--- config.mk ---
export PLATFORM = sky130hd
export DESIGN_NAME = spi_rx_ring
export DESIGN_NICKNAME = d
export VERILOG_FILES = /design/src/rtl/spi_rx_pkg.sv /design/src/rtl/spi_rx_byte_stage.sv /design/src/rtl/spi_rx_evt.sv /design/src/rtl/spi_rx_ring_ctl.sv /design/src/rtl/spi_rx_ring.sv
export SDC_FILE = /design/constraint.sdc
export NUM_CORES = 1
export LEC_CHECK = 0
export BUFFER_PORTS_ARGS = -buffer_cell sky130_fd_sc_hd__buf_2
export CORE_ASPECT_RATIO = 2
export CORE_MARGIN = 2
export CORE_UTILIZATION = 45
export DETAILED_ROUTE_END_ITERATION = 6
export PLACE_DENSITY = 0.65
export SLEW_MARGIN = 20
export SYNTH_ARGS = -nofsm -noshare
export SYNTH_HDL_FRONTEND = slang
export SYNTH_SLANG_ARGS = --single-unit
export TNS_END_PERCENT = 10
--- constraint.sdc ---
create_clock -name clk_i -period 3.2 [get_ports clk_i]
set_input_delay 0.48 -clock clk_i [delete_from_list [all_inputs] [get_ports clk_i]]
set_output_delay 0.48 -clock clk_i [all_outputs]
set_load 0.01 [all_outputs]
--- src/rtl/spi_rx_pkg.sv ---
package spi_rx_pkg;
  localparam int unsigned ST_E  = 15;
  localparam int unsigned ST_W  = 13;
  localparam int unsigned ST_I  = 12;
  localparam int unsigned ST_L  = 11;
  localparam int unsigned ST_CM = 9;
  localparam int unsigned ST_OV = 1;
  localparam int unsigned EV_RXB = 0;
  localparam int unsigned EV_BSY = 1;
  localparam int unsigned EV_W   = 2;
  localparam int unsigned DW     = 16;
  localparam int unsigned PW     = 32;

  typedef enum logic [2:0] {
    S_INIT, S_F_ST, S_F_PH, S_F_PL, S_F_CAP, S_RUN, S_C_LEN, S_C_ST
  } ctl_state_e;
endpackage

--- src/rtl/spi_rx_byte_stage.sv ---
module spi_rx_byte_stage (
  input  logic       clk_i,
  input  logic       rst_ni,
  input  logic       byte_valid_i,
  input  logic [7:0] byte_i,
  input  logic       frame_end_i,
  input  logic       take_i,
  input  logic       drop_i,
  input  logic       fe_clr_i,
  input  logic       ovr_clr_i,
  output logic       pend_v_o,
  output logic [7:0] pend_o,
  output logic       fe_o,
  output logic       ovr_o
);
  logic ovr_set;
  assign ovr_set = byte_valid_i && pend_v_o && !take_i;

  always_ff @(posedge clk_i or negedge rst_ni) begin
    if (!rst_ni) begin
      pend_v_o <= 1'b0;
      pend_o   <= '0;
      fe_o     <= 1'b0;
      ovr_o    <= 1'b0;
    end else begin
      if (byte_valid_i && (!pend_v_o || take_i)) begin
        pend_v_o <= 1'b1;
        pend_o   <= byte_i;
      end else if (take_i || drop_i) begin
        pend_v_o <= 1'b0;
      end
      fe_o  <= frame_end_i || (fe_o && !(fe_clr_i || drop_i));
      ovr_o <= ovr_set || (ovr_o && !ovr_clr_i);
    end
  end


  ovr_mark_chk: assert property (@(posedge clk_i) disable iff (!rst_ni)
    (byte_valid_i && pend_v_o && !take_i) |=> ovr_o);
endmodule

--- src/rtl/spi_rx_evt.sv ---
module spi_rx_evt
  import spi_rx_pkg::*;
(
  input  logic            clk_i,
  input  logic            rst_ni,
  input  logic [EV_W-1:0] set_i,
  input  logic [EV_W-1:0] clr_i,
  input  logic [EV_W-1:0] mask_i,
  output logic [EV_W-1:0] evt_o,
  output logic            irq_o
);
  always_ff @(posedge clk_i or negedge rst_ni) begin
    if (!rst_ni) evt_o <= '0;
    else         evt_o <= set_i | (evt_o & ~clr_i);
  end

  assign irq_o = |(evt_o & mask_i);

  for (genvar b = 0; b < EV_W; b++) begin : g_chk

    evt_rise_chk: assert property (@(posedge clk_i) disable iff (!rst_ni)
      $rose(evt_o[b]) |-> $past(set_i[b]));
  end


  irq_quiet_chk: assert property (@(posedge clk_i) disable iff (!rst_ni)
    (evt_o == '0) |-> !irq_o);
endmodule

--- src/rtl/spi_rx_ring_ctl.sv ---
module spi_rx_ring_ctl
  import spi_rx_pkg::*;
#(
  parameter int unsigned AW = 6
) (
  input  logic          clk_i,
  input  logic          rst_ni,
  input  logic          master_i,
  input  logic [AW-1:0] ring_base_i,
  input  logic [DW-1:0] max_len_i,
  input  logic          pend_v_i,
  input  logic          fe_i,
  input  logic          ovr_i,
  output logic          mem_req_o,
  output logic          mem_we_o,
  output logic [AW-1:0] mem_addr_o,
  output logic [DW-1:0] mem_wdata_o,
  input  logic [DW-1:0] mem_rdata_i,
  output logic          take_o,
  output logic          drop_o,
  output logic          fe_clr_o,
  output logic          ovr_clr_o,
  output logic          rxb_set_o,
  output logic          bsy_set_o,
  output logic [PW-1:0] buf_addr_o
);
  ctl_state_e    state_q, state_d;
  logic [AW-1:0] cur_q;
  logic [DW-1:0] st_q, cnt_q, st_new;
  logic [PW-1:0] ptr_q;
  logic          lfl_q, close_go;

  always_comb begin
    st_new        = st_q;
    st_new[ST_E]  = st_q[ST_CM] && master_i && !ovr_i;
    st_new[ST_L]  = lfl_q;
    st_new[ST_OV] = ovr_i;
  end

  always_comb begin
    state_d     = state_q;
    mem_req_o   = 1'b0;
    mem_we_o    = 1'b0;
    mem_addr_o  = cur_q;
    mem_wdata_o = '0;
    take_o      = 1'b0;
    drop_o      = 1'b0;
    fe_clr_o    = 1'b0;
    ovr_clr_o   = 1'b0;
    rxb_set_o   = 1'b0;
    close_go    = 1'b0;
    case (state_q)
      S_INIT: state_d = S_F_ST;
      S_F_ST: begin
        mem_req_o = 1'b1;
        state_d   = S_F_PH;
      end
      S_F_PH: begin
        mem_req_o  = 1'b1;
        mem_addr_o = cur_q + AW'(2);
        state_d    = S_F_PL;
      end
      S_F_PL: begin
        mem_req_o  = 1'b1;
        mem_addr_o = cur_q + AW'(3);
        state_d    = S_F_CAP;
      end
      S_F_CAP: begin
        if (st_q[ST_E]) state_d = S_RUN;
        else begin
          drop_o    = 1'b1;
          ovr_clr_o = 1'b1;
          state_d   = S_F_ST;
        end
      end
      S_RUN: begin
        take_o   = pend_v_i;
        close_go = (pend_v_i && (cnt_q + DW'(1) == max_len_i)) || (fe_i && !pend_v_i);
        if (close_go) begin
          fe_clr_o = 1'b1;
          state_d  = S_C_LEN;
        end
      end
      S_C_LEN: begin
        mem_req_o   = 1'b1;
        mem_we_o    = 1'b1;
        mem_addr_o  = cur_q + AW'(1);
        mem_wdata_o = cnt_q;
        state_d     = S_C_ST;
      end
      S_C_ST: begin
        mem_req_o   = 1'b1;
        mem_we_o    = 1'b1;
        mem_wdata_o = st_new;
        ovr_clr_o   = 1'b1;
        rxb_set_o   = st_q[ST_I];
        state_d     = S_F_ST;
      end
      default: state_d = S_INIT;
    endcase
  end

  assign bsy_set_o  = drop_o && pend_v_i;
  assign buf_addr_o = ptr_q + {{(PW-DW){1'b0}}, cnt_q};

  always_ff @(posedge clk_i or negedge rst_ni) begin
    if (!rst_ni) begin
      state_q <= S_INIT;
      cur_q   <= '0;
      st_q    <= '0;
      ptr_q   <= '0;
      cnt_q   <= '0;
      lfl_q   <= 1'b0;
    end else begin
      state_q <= state_d;
      case (state_q)
        S_INIT:  cur_q <= ring_base_i;
        S_F_PH:  st_q <= mem_rdata_i;
        S_F_PL:  ptr_q[PW-1:DW] <= mem_rdata_i;
        S_F_CAP: begin
          ptr_q[DW-1:0] <= mem_rdata_i;
          cnt_q         <= '0;
        end
        S_RUN: begin
          if (take_o) cnt_q <= cnt_q + DW'(1);
          if (close_go) lfl_q <= fe_i;
        end
        S_C_ST:  cur_q <= st_q[ST_W] ? ring_base_i : cur_q + AW'(4);
        default: ;
      endcase
    end
  end


  owned_write_chk: assert property (@(posedge clk_i) disable iff (!rst_ni)
    take_o |-> st_q[ST_E]);

  port_excl_chk: assert property (@(posedge clk_i) disable iff (!rst_ni)
    $onehot0({take_o, mem_we_o}));

  cnt_bound_chk: assert property (@(posedge clk_i) disable iff (!rst_ni)
    (state_q == S_RUN && max_len_i != '0) |-> cnt_q < max_len_i);

  ovr_abort_chk: assert property (@(posedge clk_i) disable iff (!rst_ni)
    (mem_we_o && mem_addr_o == cur_q && ovr_i) |-> !mem_wdata_o[ST_E]);
endmodule

--- src/rtl/spi_rx_ring.sv ---
module spi_rx_ring
  import spi_rx_pkg::*;
#(
  parameter int unsigned AW = 6
) (
  input  logic            clk_i,
  input  logic            rst_ni,
  input  logic            master_i,
  input  logic            byte_valid_i,
  input  logic [7:0]      byte_i,
  input  logic            frame_end_i,
  input  logic [AW-1:0]   ring_base_i,
  input  logic [DW-1:0]   max_len_i,
  output logic            mem_req_o,
  output logic            mem_we_o,
  output logic [AW-1:0]   mem_addr_o,
  output logic [DW-1:0]   mem_wdata_o,
  input  logic [DW-1:0]   mem_rdata_i,
  output logic            buf_we_o,
  output logic [PW-1:0]   buf_addr_o,
  output logic [7:0]      buf_data_o,
  input  logic [EV_W-1:0] evt_clr_i,
  input  logic [EV_W-1:0] irq_mask_i,
  output logic [EV_W-1:0] evt_o,
  output logic            irq_o
);
  logic pend_v, fe, ovr, take, drop, fe_clr, ovr_clr, rxb_set, bsy_set;
  logic [EV_W-1:0] evt_set;

  spi_rx_byte_stage u_stage (
    .clk_i, .rst_ni, .byte_valid_i, .byte_i, .frame_end_i,
    .take_i(take), .drop_i(drop), .fe_clr_i(fe_clr), .ovr_clr_i(ovr_clr),
    .pend_v_o(pend_v), .pend_o(buf_data_o), .fe_o(fe), .ovr_o(ovr)
  );

  spi_rx_ring_ctl #(.AW(AW)) u_ctl (
    .clk_i, .rst_ni, .master_i, .ring_base_i, .max_len_i,
    .pend_v_i(pend_v), .fe_i(fe), .ovr_i(ovr),
    .mem_req_o, .mem_we_o, .mem_addr_o, .mem_wdata_o, .mem_rdata_i,
    .take_o(take), .drop_o(drop), .fe_clr_o(fe_clr), .ovr_clr_o(ovr_clr),
    .rxb_set_o(rxb_set), .bsy_set_o(bsy_set), .buf_addr_o
  );

  always_comb begin
    evt_set         = '0;
    evt_set[EV_RXB] = rxb_set;
    evt_set[EV_BSY] = bsy_set;
  end

  spi_rx_evt u_evt (
    .clk_i, .rst_ni, .set_i(evt_set), .clr_i(evt_clr_i), .mask_i(irq_mask_i),
    .evt_o, .irq_o
  );

  assign buf_we_o = take;


  quiet_reset_chk: assert property (@(posedge clk_i) disable iff (!rst_ni)
    $rose(rst_ni) |-> !buf_we_o && !mem_we_o);
endmodule

==> results of run 1 <==
==> cells by family (layout without fill, tap and decap cells) <==
kind of cell               Yosys count  in the layout  share of synthesized area (%)
and+or+nand+nor                    200            200                          17.99
AOI/OAI and AO/OA                  150            150                          16.71
DFF                                 85             85                          36.19
muxes                               69             69                          12.86
buffers and inverters               57            198                          3.874
xor gates and xnor gates            50             50                          7.450
adders and majority gates           22             22                          4.938
==> critical path, delay by kind of cell (launching register included) <==
kind / cells / cell delay [ns]
compound gates: 4 / 0.76
fa+ha+maj: 2 / 0.57
buf+inv: 3 / 0.36
flops: 1 / 0.35
simple gates: 2 / 0.20
xor+xnor: 1 / 0.15
==> synth_stat cells (9+ instances only) <==
master and number:
a21oi_1 31, and3_1 9, clkbuf_1 17, dfrtp_1 85, ha_1 20, inv_1 26, mux2_2 52, mux2i_1 17
nand2_1 47, nand3_1 17, nand4_1 11, nor2_1 51, nor3_1 15, o21ai_0 41, o22ai_1 9, xnor2_1 30
xor2_1 20
==> state kept, by name (all words and copies together), names as in the netlist, 2 cells and up <==
register / cells
u_stage.pend_o: 8
u_ctl.cur_q: 6
u_evt.evt_o: 2
u_ctl.cnt_q: 16
u_ctl.ptr_q: 32
u_ctl.st_q: 14
u_ctl.state_q: 3
==> layer usage <==
| layer | track usage [%] | up-vias |
|---|---|---|
| met5 | 0 | - |
| met3 | 3.338 | 56 |
| met4 | 14.77 | 0 |
| met2 | 43.38 | 172 |
| li1 | - | 2581 |
| met1 | 27.20 | 2588 |
==> final timing paths <==
kind / to / slack [ns] / cells past startpoint
max in group asynchronous: u_ctl.cnt_q[8] / 2.38 / 2
setup reg to reg: u_ctl.lfl_q / 0.19 / 12
hold reg to reg: u_stage.pend_o[6] / 0.51 / 1
min in group clk_i: u_evt.evt_o[0] / 0.32 / 2
setup / recovery: buf_addr_o[14] / -0.005 / 12
hold / removal: u_ctl.st_q[5] / 0.16 / 1
==> cell usage in the layout (no fill, tap or decap), drive strengths merged, types with 7 or more instances in the layout <==
master / instances
nor2: 51
a211oi: 7
a21o: 8
o22ai: 9
xor2: 20
nand2b: 8
inv: 27
buf: 155
dfrtp: 85
mux2i: 17
nand3: 19
or3: 7
nor4: 9
nand2: 47
xnor2: 30
mux2: 52
and3: 9
clkbuf: 10
ha: 20
nand4: 12
a21oi: 31
nor3: 15
o21ai: 42
==> through the flow <==
stage	hold WS (ns)	total power [W]	cell area (um^2)	setup slack (ns)	std cells
2_1_floorplan	0.1844	0.004042	5878	0.3474	633
3_3_place_gp	0.4841	0.005050	6783	0.08215	905
3_5_place_dp	0.4910	0.005178	6783	0.006849	905
4_1_cts	0.1891	0.006232	7141	0.0004432	924
5_1_grt	0.2279	0.006752	7253	-0.09775	926
6_report	0.1639	0.006275	7253	-0.004662	926
==> power by group through the flow <==
stage / clock network [W] / logic (W) / registers, W
finish: 0.000980 / 0.00333 / 0.00197
global placement: 0 / 0.00312 / 0.00193
CTS: 0.00101 / 0.00328 / 0.00195
floorplan: 0 / 0.00217 / 0.00187
global route: 0.00105 / 0.00366 / 0.00203
detailed placement: 0 / 0.00321 / 0.00197
==> what timing repair did <==
item	in CTS	in global routing
endpoints found under the setup margin	18	21
gates resized for setup	14	23
endpoints found under the hold margin	0	0
pin swaps	4	12
setup buffers	3	2
==> final cells by class <==
type,instances,share of cell area [%]
sequential,85,29.33
clock inverter,6,0.6383
multi-input combinational,491,50.68
inverter,27,1.397
tap,152,2.622
clock buffer,10,3.295
timing repair buffer,155,12.04
==> flow_summary.json, run 1 <==
{
  "status": "complete, but fails checks",
  "violations": "negative setup slack",
  "grt_max_degree": 53,
  "p_sw_share_pct": 42.19,
  "synth-edff-count": 0,
  "io_pins": 123,
  "yosys.area.top_type": "dfrtp_1",
  "power.share.clock_pct": 15.6,
  "drt-met1-wl_mm": 6.176,
  "clock_latency_ns": 0.34,
  "setup_viol": 1,
  "chipWidth_um": 84.82,
  "rows": 59,
  "worstPathRequired_ns": 2.72,
  "peakVddDrop_v": 0.0004669,
  "power.density_nw_per_um2": 865.1,
  "die_y_um": 165.6,
  "post-route-period-util_pct": 100.1,
  "startpoint_type": "flop",
  "skew_ns": 0.006550,
  "gp_congestion": 0.9105,
  "nFillCells": 1176,
  "cts_tree": "built",
  "critical_path.max_fanout": 3,
  "worstHoldPathType": "input port to async pin",
  "buffer_ports.inserted": 122,
  "synth_ff_type": "dfrtp_1",
  "wl_met3_um": 621,
  "grt_overflow": 0,
  "drcViolationCount": 0,
  "final_core_util_pct": 56.15,
  "synth_area_um2": 5878,
  "async_reset_ff_share_pct": 100.0,
  "synth_seq_area_share_pct": 36.19,
  "r2r-start": "u_ctl.cnt_q[0]",
  "hold_viol_final": 0,
  "cts_buffers": 9,
  "final_max_slew_viol_count": 0,
  "post_route_cells_drive_above_1_share_pct": 33.98,
  "ctsHoldBuffers": 0,
  "vias": 5397,
  "cp_slowest_cell": "fa_2",
  "max_freq_mhz": 312.0,
  "pwr-share-seq_pct": 31.3,
  "grt_pass1_wl_mm": 27.61,
  "syn_nets": 710,
  "ys_types": 69,
  "antenna_found_initial": 0,
  "first_iter_violations": 237,
  "path_class": "flop to primary output",
  "crit_arrival_ns": 2.72,
  "crit_path_max_incr_delay_ns": 0.38,
  "start_util_pct": 45.50,
  "grt_setup_unrepaired": "true",
  "path_clk_slew_ns": 0.06,
  "core-area_um2": 12920,
  "h-tree-depth": 3,
  "ant_nets": 0,
  "setup_tns_ns": -0.004662,
  "syn_to_final_growth_pct": 23.39,
  "nNetsFinal": 846,
  "synth.top_cells.by_area": "dfrtp_1 36%, mux2_2 10%, xnor2_1 4.5%",
  "tightestPinTransition_ns": 0.8019,
  "synth_top_cell_area_share_pct": 36.19,
  "seq_area_um2": 2127,
  "fin_crit_ns": 3.205,
  "combPwrFrac_pct": 53.0,
  "setup_slack_ns": -0.004662,
  "wl_met2_mm": 9.087,
  "dr.max_layer_used": "met4",
  "power.net_switching_w": 0.002648,
  "yosys_warnings": 0,
  "dp_hpwl_mm": 13.27,
  "syn_inst": 633,
  "slew_headroom_pct": 46.54,
  "dieArea_um2": 14050,
  "crit_chain": "ha_2 > inv_2 > fa_2 > nor2b_2 > o21ai_2 > a211oi_2 > buf_4 > nor3_2 > o41ai_2 > a21oi_1 > xnor2_1 > buf_2",
  "avgSynthCellArea_um2": 9.286,
  "drt-total-wl_mm": 16.84,
  "cts.sinks": 85,
  "first_global_vias": 5525,
  "clock_path_buffers": 2,
  "grt_use_total_pct": 24.52,
  "cts_root_buffer": "clkbuf_16",
  "power.leakage_nw": 3.306,
  "antenna_cells": 0,
  "maxCapViolCount": 0,
  "avgViaCountPerCell": 5.828,
  "intPower_w": 0.003627,
  "crit_path_start": "u_ctl.cnt_q[0]",
  "wire_per_inst_um": 18.19,
  "dr.pass1.iters": 4,
  "multiInputGateArea_um2": 3676,
  "end_kind": "primary output",
  "synth-seq-cells": 85
}
Power figures use the tool's default switching activity.
==> inputs of run 2 (changes only) <==
--- a/config.mk
+++ b/config.mk
@@ -9,7 +9,9 @@
 export CORE_ASPECT_RATIO = 2
 export CORE_MARGIN = 2
 export CORE_UTILIZATION = 45
+export CTS_CLUSTER_SIZE = 16
 export DETAILED_ROUTE_END_ITERATION = 6
+export MAX_ROUTING_LAYER = met4
 export PLACE_DENSITY = 0.65
 export SLEW_MARGIN = 20
 export SYNTH_ARGS = -nofsm -noshare
==> flow_summary.json, run 2 (synthesis results as in run 1) <==
{
  "power_w": 0.006361,
  "final_area_um2": 7264,
  "cts_tree": "built",
  "dr.pass1.iters": 5,
  "clock_path_buffers": 2,
  "holdWs_ns": 0.1877,
  "ant_nets": 0,
  "cp_slowest_cell": "dfrtp_1",
  "most-common-layout-cells": "121 x buf_2, 85 x dfrtp_1, 52 x mux2_2",
  "max_freq_mhz": 313.4,
  "pwr-share-seq_pct": 30.6,
  "grt_setup_unrepaired": "true",
  "rows": 59,
  "combPwrFrac_pct": 51.8,
  "nNetsFinal": 846,
  "critical_path.max_fanout": 8,
  "worstPathRequired_ns": 2.72,
  "worst-r2r-setup-slack_ns": 0.26,
  "power.leakage_nw": 3.321,
  "cts.sinks": 85,
  "peakVddDrop_v": 0.0006175,
  "startpoint_type": "flop",
  "worstHoldPathType": "input port to async pin",
  "dp_hpwl_mm": 13.04,
  "io_pins": 123,
  "cp.buffers_inverters": 3,
  "status": "finished clean",
  "antenna_cells": 0,
  "dieArea_um2": 14050,
  "skew_ns": 0.01129,
  "cts_buffers": 9,
  "maxCapViolCount": 0,
  "first_iter_violations": 289,
  "clock_latency_ns": 0.34,
  "grt_overflow": 0,
  "grt_pass1_wl_mm": 26.73,
  "power.share.clock_pct": 17.6,
  "largest_reg_flops": 32,
  "syn_to_final_growth_pct": 23.58,
  "drt-total-wl_mm": 16.55,
  "hold_viol_final": 0,
  "grt_use_total_pct": 24.33,
  "avgViaCountPerCell": 5.842,
  "p_sw_share_pct": 41.00,
  "slew_headroom_pct": 44.43,
  "postPlaceCellArea_um2": 6783,
  "layout_commonest_cell": "buf_2",
  "post_route_cells_drive_above_1_share_pct": 33.46,
  "vias": 5410,
  "setup_viol": 0,
  "intPower_w": 0.003753,
  "gp_congestion": 0.9692,
  "final_max_slew_viol_count": 0,
  "die_y_um": 165.6,
  "post-route-period-util_pct": 99.70,
  "crit_path_max_incr_delay_ns": 0.38,
  "top_regs": "u_ctl.ptr_q x32, u_ctl.cnt_q x16, u_ctl.st_q x14",
  "chipWidth_um": 84.82,
  "antenna_found_initial": 0,
  "seq_area_um2": 2127,
  "wire_per_inst_um": 17.87,
  "reg2regPathDepth": 11,
  "start_util_pct": 45.50,
  "core-area_um2": 12920,
  "multiInputGateArea_um2": 3651,
  "buffer_ports.inserted": 122,
  "h-tree-depth": 3,
  "end_kind": "primary output",
  "path_clk_slew_ns": 0.06,
  "grt_max_degree": 53,
  "path_common_cell": "buf_4",
  "power.density_nw_per_um2": 875.6,
  "final_core_util_pct": 56.23,
  "power.net_switching_w": 0.002608,
  "crit_chain": "ha_2 > buf_4 > a211oi_2 > o21a_1 > o21ai_2 > a211o_1 > a31oi_1 > buf_4 > nand2b_1 > xnor2_1 > buf_2",
  "ctsHoldBuffers": 0,
  "crit_arrival_ns": 2.71,
  "tightestPinTransition_ns": 0.8335,
  "critPathTopFamily": "compound AO/OA/AOI/OAI gates",
  "first_global_vias": 5456,
  "drcViolationCount": 0,
  "path_class": "flop to primary output",
  "cts_root_buffer": "clkbuf_16",
  "cp_num_cells": 11,
  "fin_crit_ns": 3.191,
  "top_register": "u_ctl.ptr_q",
  "nFillCells": 1161
}
run 2: changes by cell type in the layout (fill, tap and decap cells not counted), moves of 2 or more:
cell and delta:
ha_1 +3, bufinv_16 +2, ha_2 -2, clkinvlp_4 -2
run 2: final timing paths:
kind                                         from           endpoint
max in group asynchronous                  rst_ni        u_ctl.lfl_q
worst max-delay path               u_ctl.ptr_q[0]     buf_addr_o[17]
worst min-delay path                       rst_ni     u_ctl.cnt_q[4]
min in group clk_i                   evt_clr_i[0]     u_evt.evt_o[0]
worst min register to register  u_stage.pend_o[5]  u_stage.pend_o[5]
worst max register to register     u_ctl.cnt_q[0]        u_ctl.lfl_q
run 2: area by class of cell:
type                       count  area share [%]
multi-input combinational    491           50.26
clock inverter                 7           1.326
clock buffer                   9           3.100
tap                          152           2.618
inverter                      27           1.395
sequential                    85           29.28
timing repair buffer         155           12.02
run 2: per-layer routing:
layer	wire length, um	track usage, %
met5	0	-
met4	763	13.39
met3	533	2.242
met2	8948	42.66
met1	6306	26.47
run 2: worst reg2reg max path: cells and delay by family (launching register included):
kind                       cells  cell delay (ns)
and+or+nand+nor                3             0.78
DFF                            1             0.36
adders and majority gates      1             0.19
AOI/OAI and AO/OA              4             1.05
buffers and inverters          3             0.44
run 2: repair_timing:
item | in CTS | in global routing
gates resized for setup | 16 | 15
setup buffers | 3 | 2
gates cloned | 0 | 0
setup endpoints to repair | 18 | 19
pin swaps | 5 | 10
run 2: stage by stage:
stage,setup WS [ns],instances,setup TNS (ns)
final,0.009483,926,0
after floorplan,0.3474,633,0
after detailed placement,-0.04398,905,-0.04495
after global placement,0.02596,905,0
after global routing,-0.1070,926,-0.8322
after CTS,-0.02022,924,-0.02381
run 2: power by group through the flow:
| stage | clock network (W) | logic (W) | registers [W] |
|---|---|---|---|
| final | 0.00112 | 0.00330 | 0.00194 |
| after global placement | 0 | 0.00313 | 0.00193 |
| after global routing | 0.00119 | 0.00363 | 0.00201 |
| after detailed placement | 0 | 0.00320 | 0.00195 |
| after floorplan | 0 | 0.00217 | 0.00187 |
| after CTS | 0.00114 | 0.00326 | 0.00193 |
==> inputs of run 3 (changes only) <==
--- a/config.mk
+++ b/config.mk
@@ -5,9 +5,9 @@
 export SDC_FILE = /design/constraint.sdc
 export NUM_CORES = 1
 export LEC_CHECK = 0
+export ABC_AREA = 1
 export BUFFER_PORTS_ARGS = -buffer_cell sky130_fd_sc_hd__buf_2
 export CORE_ASPECT_RATIO = 2
-export CORE_MARGIN = 2
 export CORE_UTILIZATION = 45
 export CTS_CLUSTER_SIZE = 16
 export DETAILED_ROUTE_END_ITERATION = 6
==> flow_summary.json, run 3 <==
{
  "status": "finished clean",
  "crit_arrival_ns": 2.56,
  "fin_crit_ns": 3.041,
  "post_route_cells_drive_above_1_share_pct": 20.36,
  "die_y_um": 158.3,
  "ant_nets": 0,
  "hold_viol_final": 0,
  "core-area_um2": 11840,
  "nNetsFinal": 961,
  "vias": 5705,
  "avgSynthCellArea_um2": 7.301,
  "drcViolationCount": 0,
  "worstPathRequired_ns": 2.72,
  "maxCapViolCount": 0,
  "cts_tree": "built",
  "synth_seq_area_share_pct": 38.69,
  "path_common_cell": "nand2_1",
  "multiInputGateArea_um2": 3012,
  "largest_reg_flops": 32,
  "dr.pass1.iters": 6,
  "synth_common_cells": "212 x nand2_1, 94 x inv_1, 89 x o21ai_0, 85 x dfrtp_1, 47 x nor2_1",
  "seq_area_um2": 2128,
  "synth_top_family_by_area": "simple AND/OR/NAND/NOR gates",
  "setup_tns_ns": 0,
  "io_pins": 123,
  "chipWidth_um": 80.16,
  "peakVddDrop_v": 0.0004893,
  "skew_ns": 0.006339,
  "postPlaceCellArea_um2": 6302,
  "synth-edff-count": 0,
  "slew_headroom_pct": 52.42,
  "cts.sinks": 85,
  "grt_use_total_pct": 31.78,
  "syn_inst": 753,
  "synthXorXnorAreaFrac_pct": 4.779,
  "final_area_um2": 6673,
  "most-common-layout-cells": "210 x nand2_1, 121 x buf_2, 94 x inv_1",
  "grt_overflow": 0,
  "gp_congestion": 0.9617,
  "layout_commonest_cell": "nand2_1",
  "nFillCells": 1187,
  "async_reset_ff_share_pct": 100.0,
  "critical_path.max_fanout": 5,
  "drt-total-wl_mm": 19.01,
  "synth_area_um2": 5498,
  "wire_per_inst_um": 18.39,
  "final_max_slew_viol_count": 0,
  "syn_to_final_growth_pct": 21.37,
  "clock_latency_ns": 0.34,
  "dp_hpwl_mm": 15.32,
  "grt_pass1_wl_mm": 28.26,
  "ys_types": 35,
  "syn_nets": 830,
  "synthSimpleGateAreaFrac_pct": 26.95,
  "post-route-period-util_pct": 95.03,
  "tightestPinTransition_ns": 0.7071,
  "startpoint_type": "flop",
  "worstHoldPathType": "input port to async pin",
  "first_iter_violations": 329,
  "start_util_pct": 46.43,
  "power.density_nw_per_um2": 841.5,
  "synthMuxAreaShare_pct": 1.639,
  "yosysMostFrequentCell": "nand2_1",
  "cp_slowest_cell": "dfrtp_1",
  "yosys.area.top_type": "dfrtp_1",
  "top_register": "u_ctl.ptr_q",
  "rows": 56,
  "synth_top_cell_area_share_pct": 38.69,
  "synthAdderAreaFrac_pct": 5.280,
  "synth_ff_type": "dfrtp_1",
  "clock_path_buffers": 2,
  "grt_max_degree": 50,
  "path_class": "flop to primary output",
  "path_clk_slew_ns": 0.07,
  "avgViaCountPerCell": 5.517,
  "antenna_cells": 0,
  "yosys_warnings": 0,
  "crit_path_max_incr_delay_ns": 0.44,
  "setup_viol": 0,
  "worst-r2r-setup-slack_ns": 0.83,
  "antenna_found_initial": 0,
  "synth-seq-cells": 85,
  "synth.top_cells.by_area": "dfrtp_1 39%, nand2_1 14%, o21ai_0 8.1%",
  "ctsHoldBuffers": 0,
  "top_regs": "u_ctl.ptr_q x32, u_ctl.cnt_q x16, u_ctl.st_q x14",
  "buffer_ports.inserted": 122,
  "cts_root_buffer": "clkbuf_16",
  "h-tree-depth": 3,
  "grt_setup_unrepaired": "true",
  "cts_buffers": 9,
  "max_freq_mhz": 328.8,
  "dieArea_um2": 12690,
  "synth_compound_area_share_pct": 15.25,
  "power.leakage_nw": 3.413,
  "crit_chain": "ha_1 > a21oi_1 > o21a_1 > nand2_1 > a21o_1 > nand2_1 > nand2_1 > a21boi_0 > o21ai_0 > nand2_1 > buf_2",
  "end_kind": "primary output",
  "first_global_vias": 5516
}
run 3: changes by cell type in the layout (fill, tap and decap cells not counted), moves of 8 or more:
| cell | previous run | this run |
|---|---|---|
| nand2_1 | 47 | 210 |
| inv_1 | 25 | 94 |
| o21ai_0 | 35 | 87 |
| mux2_2 | 52 | 8 |
| xnor2_1 | 30 | 7 |
| buf_4 | 33 | 12 |
| nand3_1 | 17 | 35 |
| mux2i_1 | 17 | 0 |
| o22ai_1 | 9 | 21 |
| and3_1 | 9 | 0 |
| nand3b_1 | 1 | 10 |
| nand2b_1 | 8 | 0 |
run 3: metal layers:
| layer | global-route usage [%] | vias to the layer above | wire [um] | part of all wire [%] |
|---|---|---|---|---|
| met2 | 57.35 | 222 | 10290 | 54 |
| met3 | 4.585 | 67 | 826 | 4.3 |
| met5 | - | - | 0 | 0 |
| met1 | 29.47 | 2664 | 6367 | 33 |
| li1 | - | 2752 | - | - |
| met4 | 24.06 | 0 | 1532 | 8.1 |
run 3: kinds of logic after synthesis:
group,Yosys count
DFF,85
muxes,8
adders and majority gates,22
xor gates and xnor gates,30
and+or+nand+nor,346
AOI/OAI and AO/OA,154
buffers and inverters,108
run 3: area by class of cell:
cell class	instances	area share, %
clock inverters	7	1.088
well taps	145	2.719
repair buffers	133	10.43
clock buffers	9	3.375
flip-flops and latches	85	31.90
multi-input cells	560	45.13
inverters	95	5.363
run 3: per-stage QoR:
step                util [%]  setup slack (ns)  hold WS (ns)  power [W]  instances
global placement       53.22            0.4076        0.4581   0.004478       1015
finish                 56.35            0.1590        0.1556   0.005615       1034
CTS                    55.74          -0.02994        0.1860   0.005608       1031
floorplan                  -            0.5399        0.1844   0.003450        753
detailed placement     53.22            0.3433        0.4708   0.004545       1015
global route           56.35         -0.009769        0.2027   0.006003       1034
run 3: final timing paths:
| check | endpoint | cells past startpoint | from |
|---|---|---|---|
| max | buf_addr_o[21] | 11 | u_ctl.cnt_q[4] |
| min | u_ctl.cnt_q[11] | 1 | rst_ni |
| max reg2reg | u_stage.fe_o | 15 | u_ctl.cnt_q[0] |
| min reg2reg | u_ctl.lfl_q | 2 | u_ctl.lfl_q |
| max in group asynchronous | u_ctl.ptr_q[3] | 2 | rst_ni |
| min in group clk_i | u_evt.evt_o[1] | 2 | evt_clr_i[1] |
run 3: what timing repair did:
item,4_1_cts,5_1_grt
setup buffers,0,3
cloned,0,0
setup endpoints to repair,4,17
pin swaps,0,2
gates resized for setup,0,12
endpoints found under the hold margin,0,0
run 3: power breakdown:
group          switching [W]  internal (W)
sequential          0.000455       0.00151
clock               0.000500      0.000551
combinational        0.00163      0.000969
run 3: worst max-delay path: cells and delay by family, from the launching register on:
family / cells / cell delay (ns)
AOI/OAI and AO/OA: 5 / 0.93
DFF: 1 / 0.44
adders and majority gates: 1 / 0.37
and+or+nand+nor: 4 / 0.34
buffers and inverters: 1 / 0.14
